$ cat src/rtl/symord_pkg.sv
package symord_pkg;
    typedef enum logic {
        SRC_MANUAL = 1'b0,
        SRC_SYNC   = 1'b1
    } trig_src_e;
endpackage

$ cat src/rtl/symord_trigger.sv
// Arming-edge detector: selects request or sync level, flags a low-to-high change.
module symord_trigger
    import symord_pkg::*;
(
    input  logic      clk,
    input  logic      rst,
    input  trig_src_e src,
    input  logic      req,
    input  logic      sync,
    output logic      fire
);
    typedef struct packed {
        logic req;
        logic sync;
    } lvl_t;

    lvl_t lvl_d, lvl_q;
    logic now_lvl, old_lvl;

    always_comb begin
        // previous levels track inputs even in reset: a level already high at release is no edge
        lvl_d.req  = req;
        lvl_d.sync = sync;
        now_lvl    = (src == SRC_SYNC) ? sync : req;
        old_lvl    = (src == SRC_SYNC) ? lvl_q.sync : lvl_q.req;
        fire       = !rst && now_lvl && !old_lvl;
    end

    always_ff @(posedge clk) begin
        lvl_q <= lvl_d;
    end
endmodule

$ cat src/rtl/symord_finder.sv
// Locates the ordering symbol; lowest matching slot wins.
module symord_finder #(
    parameter int NSYM  = 4,
    parameter int DW    = 8,
    localparam int SW    = DW + 1,
    localparam int IDX_W = (NSYM > 1) ? $clog2(NSYM) : 1
) (
    input  logic [NSYM*SW-1:0] word,
    input  logic [SW-1:0]      pattern,
    input  logic               cmp_ctrl,
    output logic               hit,
    output logic [IDX_W-1:0]   idx
);
    logic [NSYM-1:0] slot_hit;

    for (genvar g = 0; g < NSYM; g++) begin : g_cmp
        assign slot_hit[g] = cmp_ctrl ? (word[g*SW +: SW] == pattern)
                                      : (word[g*SW +: DW] == pattern[DW-1:0]);
    end

    always_comb begin
        hit = |slot_hit;
        idx = '0;
        for (int i = NSYM - 1; i >= 0; i--) begin
            if (slot_hit[i]) idx = IDX_W'(i);
        end
    end
endmodule

$ cat src/rtl/symord_window.sv
// Builds one output word from the previous and current input words at a symbol offset,
// replacing slots from fill_from upward with the pad symbol.
module symord_window #(
    parameter int NSYM  = 4,
    parameter int DW    = 8,
    localparam int SW    = DW + 1,
    localparam int OFS_W = $clog2(NSYM + 1)
) (
    input  logic [NSYM*SW-1:0] prev_word,
    input  logic [NSYM*SW-1:0] cur_word,
    input  logic [OFS_W-1:0]   ofs,
    input  logic [OFS_W-1:0]   fill_from,
    input  logic [SW-1:0]      pad,
    output logic [NSYM*SW-1:0] out_word
);
    always_comb begin
        out_word = '0;
        for (int j = 0; j < NSYM; j++) begin
            if (j >= int'(fill_from)) begin
                out_word[j*SW +: SW] = pad;
            end else if (NSYM - int'(ofs) + j < NSYM) begin
                out_word[j*SW +: SW] = prev_word[(NSYM - int'(ofs) + j)*SW +: SW];
            end else begin
                out_word[j*SW +: SW] = cur_word[(j - int'(ofs))*SW +: SW];
            end
        end
    end
endmodule

$ cat src/rtl/rx_symbol_orderer.sv
module rx_symbol_orderer
    import symord_pkg::*;
#(
    parameter int NSYM = 4,
    parameter int DW   = 8,
    localparam int SW    = DW + 1,
    localparam int OFS_W = $clog2(NSYM + 1),
    localparam int IDX_W = (NSYM > 1) ? $clog2(NSYM) : 1
) (
    input  logic               clk,
    input  logic               rst,
    input  logic [SW-1:0]      cfg_pattern,
    input  logic [SW-1:0]      cfg_pad,
    input  logic               cfg_sync_mode,
    input  logic               cfg_cmp_ctrl,
    input  logic [NSYM*DW-1:0] rx_data,
    input  logic [NSYM-1:0]    rx_ctrl,
    input  logic               rx_sync,
    input  logic               rx_order_req,
    output logic [NSYM*DW-1:0] ord_data,
    output logic [NSYM-1:0]    ord_ctrl,
    output logic               ord_status
);
    typedef struct packed {
        logic [SW-1:0]      pat;
        logic [SW-1:0]      pad;
        trig_src_e          src;
        logic               cmp_ctrl;
        logic [NSYM*SW-1:0] prev;
        logic [NSYM*SW-1:0] out;
        logic [OFS_W-1:0]   ofs;
        logic               hunting;
        logic               status;
    } state_t;

    state_t st_d, st_q;

    logic [NSYM*SW-1:0] in_word;
    logic [NSYM*SW-1:0] win_word;
    logic               trig_fire;
    logic               hit;
    logic [IDX_W-1:0]   hit_idx;
    logic               order_hit;
    logic [OFS_W-1:0]   fill_from;
    logic [OFS_W-1:0]   new_ofs;

    // checker taps
    logic             hunting_w;
    logic             sync_mode_w;
    logic [OFS_W-1:0] ofs_w;
    assign hunting_w   = st_q.hunting;
    assign sync_mode_w = (st_q.src == SRC_SYNC);
    assign ofs_w       = st_q.ofs;

    for (genvar j = 0; j < NSYM; j++) begin : g_pack
        assign in_word[j*SW +: SW] = {rx_ctrl[j], rx_data[j*DW +: DW]};
        assign ord_data[j*DW +: DW] = st_q.out[j*SW +: DW];
        assign ord_ctrl[j]          = st_q.out[j*SW + DW];
    end
    assign ord_status = st_q.status;

    symord_trigger u_trig (
        .clk  (clk),
        .rst  (rst),
        .src  (st_q.src),
        .req  (rx_order_req),
        .sync (rx_sync),
        .fire (trig_fire)
    );

    symord_finder #(.NSYM(NSYM), .DW(DW)) u_find (
        .word     (in_word),
        .pattern  (st_q.pat),
        .cmp_ctrl (st_q.cmp_ctrl),
        .hit      (hit),
        .idx      (hit_idx)
    );

    // Match decision: new offset and first padded slot
    always_comb begin
        order_hit = st_q.hunting && hit && !trig_fire;
        fill_from = OFS_W'(NSYM);
        new_ofs   = st_q.ofs;
        if (order_hit && (st_q.ofs != '0 || hit_idx != '0)) begin
            new_ofs = OFS_W'(NSYM) - OFS_W'(hit_idx);
            if (int'(st_q.ofs) + int'(hit_idx) < NSYM) begin
                fill_from = st_q.ofs + OFS_W'(hit_idx);
            end
        end
    end

    symord_window #(.NSYM(NSYM), .DW(DW)) u_win (
        .prev_word (st_q.prev),
        .cur_word  (in_word),
        .ofs       (st_q.ofs),
        .fill_from (fill_from),
        .pad       (st_q.pad),
        .out_word  (win_word)
    );

    always_comb begin
        st_d      = st_q;
        st_d.prev = in_word;
        st_d.out  = win_word;
        st_d.ofs  = new_ofs;
        if (trig_fire) begin
            st_d.hunting = 1'b1;
            st_d.status  = 1'b0;
        end else if (order_hit) begin
            st_d.hunting = 1'b0;
            st_d.status  = 1'b1;
        end
        if (rst) begin
            st_d          = '0;
            st_d.pat      = cfg_pattern;
            st_d.pad      = cfg_pad;
            st_d.src      = cfg_sync_mode ? SRC_SYNC : SRC_MANUAL;
            st_d.cmp_ctrl = cfg_cmp_ctrl;
        end
    end

    always_ff @(posedge clk) begin
        st_q <= st_d;
    end
endmodule

$ cat config.mk
export PLATFORM = sky130hd
export DESIGN_NAME = rx_symbol_orderer
export DESIGN_NICKNAME = d
export VERILOG_FILES = /design/src/rtl/symord_pkg.sv /design/src/rtl/symord_trigger.sv /design/src/rtl/symord_finder.sv /design/src/rtl/symord_window.sv /design/src/rtl/rx_symbol_orderer.sv
export SDC_FILE = /design/constraint.sdc
export NUM_CORES = 1
export LEC_CHECK = 0
export BUFFER_PORTS_ARGS = -buffer_cell sky130_fd_sc_hd__buf_2
export CORE_ASPECT_RATIO = 1.4
export CORE_MARGIN = 2
export CORE_UTILIZATION = 40
export DETAILED_ROUTE_END_ITERATION = 7
export PLACE_DENSITY_LB_ADDON = 0.2
export SLEW_MARGIN = 20
export SYNTH_ARGS = -nofsm -noshare
export SYNTH_HDL_FRONTEND = slang
export SYNTH_SLANG_ARGS = --single-unit
$ cat constraint.sdc
create_clock -name clk -period 6.5 [get_ports clk]
set_input_delay 1.625 -clock clk [delete_from_list [all_inputs] [get_ports clk]]
set_output_delay 1.625 -clock clk [all_outputs]
set_load 0.05 [all_outputs]
==> reports/summary.txt <==
Multiplexer area fraction after synthesis - 32.0%
Clk Tree Root Cell - clkbuf_16
WL/cell - 34.0 microns
Final nets - 2369
Routed wire length - 98.6 mm
Netlist Area Pre-Place - 20400 sq um
Synth top area cells - mux4_2 19%, mux2i_1 9.2%, dfxtp_1 7.7%
CTS Sinks - 99
Syn-to-layout area delta - 1.36%
Core area - 50800 sq um
Leakage - 7.24 nW
Synth Area in XOR/XNOR - 2.87%
Dpl ws - 0.764 ns
Status - finished clean
RSZ-0062 raised after global routing - no
Cell Count, Final, Fillers Out - 2901
Max frequency - 177 MHz
Unique masters post-synth - 103
Worst Slack Setup Final - 0.862 ns
Max-cap violations - 0
Max VDD drop - 0.000111 V
EDFF count, synth - 20
Share of layout cells above drive strength 1 - 20.6%
CTS tree - yes
Syn avg cell area - 8.50 sq um
Die Y - 272 microns
Clock tree buffer depth - 2
Hold path start - ord_status
Crit Path Class - reg -> reg
Crit. Startpoint - ofs_w[1]
Worst hold slack - 0.523 ns
CP max stage delay - 0.79 ns
Seq/Total Area, Yosys - 10.7%
Post-Route Skew - 0.0158 ns
Row cnt - 98
Drt first-iter violations - 2509
CP bufs+invs - 4
Final Setup Violations - 0
CTS resizes - 0
CP endpoint kind - flip-flop
Dominant cell by count in the synthesized netlist - nand2_1
Post-CTS Setup Bufs - 0
Syn Nets - 2531
Ys Warns - 0
Slew @ Worst Pin - 1.21 ns
Yosys top cell by area - mux4_2
Period minus WS final - 5.64 ns
ANT nets after route - 0
Num ports - 97
Min-delay worst type - reg -> reg
Setup TNS - 0 ns
Vias per cell - 7.25
Crit path max-delay family - adder cells
Initial Utilization - 40.3%
Synth Instances - 2405
Top FF cell, synth - dfxtp_1
Compound-Gate Fraction of Synth Area - 21.0%
Slew headroom - 19.4%
Crit path cell chain - clkinv_1 > buf_4 > ha_1 > a21oi_2 > buf_4 > ha_1 > nor2b_1 > xnor2_1 > inv_1 > ha_1 > ha_1 > fa_1 > nor3b_1 > and2_1 > nand4_1 > o31ai_1 > a211oi_1 > o32ai_1
CTS Buf Count - 9
Post-Synth Simple-Gate Area - 19.4%
Full die area - 53000 sq um
R2R Path Start - ofs_w[1]
Commonest cells in the netlist - 222 x nand2_1, 188 x mux2i_1, 170 x mux4_2, 165 x nor2_1, 164 x clkbuf_1
Clk_lat worst skew - 0.38 ns
Max FO, Critical Path - 29
Initial antenna violation count - 5
CP required - 6.75 ns
Worst-path clk slew - 0.08 ns
Largest family of logic cells by synthesized area - multiplexers
Vias in the first global route - 19900
Critical-path top delay cell - xnor2_1
Adder-cell share of the synthesized area - 4.33%
Ys async rst share - 0%
Final Hold Fails - 0
DR DRC count - 0
Crit path DAT - 5.88 ns
First-pass GRT wire length - 143 mm
Worst path most repeated cell - ha_1
Cts hold-fix bufs - 0
Pin count of the biggest net entering global routing - 162
Setup crit start kind - flip-flop
Synthesized flop and latch total - 99
Max-slew violations - 0
Total gr overflow - 0
HPWL Detailed - 70.3 mm
Dpl cells - 2882
Drt pass-1 iters - 6
Gr usage total - 36.5%
Routed vias - 21000
Period utilisation layout - 86.7%
Cell Pwr Density - 94.6 nW/um^2
H-tree level count - 3
Die W - 195 microns
Final RePlAce weighted congestion - 1.03
IO Port Bufs - 96
Area fraction of the dominant cell type after synthesis - 18.7%
## routing by layer
metal / up-vias / routed length, microns / GRT usage, %
met2: 1429 / 46200 / 59.7
met1: 10400 / 35000 / 42.9
met5: - / 27 / 0
met4: 4 / 9350 / 28.8
met3: 353 / 8050 / 5.49
li1: 8896 / - / -
## tightest hold or removal path: stages, from the launching register on
cell	delay, ns
dfxtp_1	0.32
a21oi_1	0.11
nor3_1	0.05
## final cells by class
class	count	area [sq um]
Inverter	42	160
Tap cell	650	813
Multi-Input combinational cell	1937	16300
Timing Repair Buffer	154	956
Clock buffer	10	229
Fill cell	5165	30000
Antenna cell	3	7.51
Sequential cell	99	2190
Clock inverter	6	77.6
## power breakdown
part	total [W]	internal (W)	leakage, nW	switching (W)
Clock	0.000599	0.000308	0.148	0.000291
Combinational	0.000598	0.000222	6.24	0.000376
Sequential	0.000764	0.000663	0.855	0.000101
Total	0.00196	0.00119	7.24	0.000768
## stage by stage
| stage | area (sq um) | power, W | utilization [%] |
|---|---|---|---|
| final | 20700 | 0.00196 | 40.8 |
| after global routing | 20700 | 0.00201 | 40.8 |
| after CTS | 20700 | 0.00194 | 40.8 |
| after detailed placement | 20400 | 0.00135 | 40.2 |
| after global placement | 20400 | 0.00135 | 40.2 |
| after floorplan | 20400 | 0.00110 | - |
## path summary, 6_finish.rpt
| path | end | depth (start not counted) | slack, ns |
|---|---|---|---|
| setup / recovery | ord_data[25] | 18 | 0.86 |
| hold / removal | ord_status | 2 | 0.52 |
| setup reg to reg | ord_data[25] | 18 | 0.86 |
| hold reg to reg | ord_status | 2 | 0.52 |
## registers in the layout (all words and copies together) (netlist names)
| register | cells |
|---|---|
| ord_status | 1 |
| ofs_w | 3 |
| st_q | 55 |
| hunting_w | 1 |
| u_trig.lvl_q | 2 |
| ord_ctrl | 4 |
| sync_mode_w | 1 |
| ord_data | 32 |
## placed cells by master (no fill, tap or decap), types with 19 or more instances in the layout
master / instances
nor2b_1: 71
buf_4: 56
inv_1: 32
mux4_2: 170
nor2_1: 165
edfxtp_1: 20
nand4_1: 31
ha_1: 57
o22ai_1: 22
nor3_1: 46
o211ai_1: 33
xor2_1: 44
and2_1: 20
buf_2: 95
o21ai_0: 87
nor4_1: 20
mux2i_1: 188
nor3b_1: 19
nand3_1: 69
nand2b_1: 39
a211oi_1: 44
a31oi_1: 23
a21oi_1: 94
dfxtp_1: 76
nand2_1: 222
mux2_2: 72
a32oi_1: 23
## cell families after synthesis
family                     after synthesis
AOI/OAI and AO/OA                      588
and+or+nand+nor                        791
buffers and inverters                  369
DFF                                     99
muxes                                  431
xor gates and xnor gates                61
adders and majority gates               66
Power figures use the tool's default switching activity.
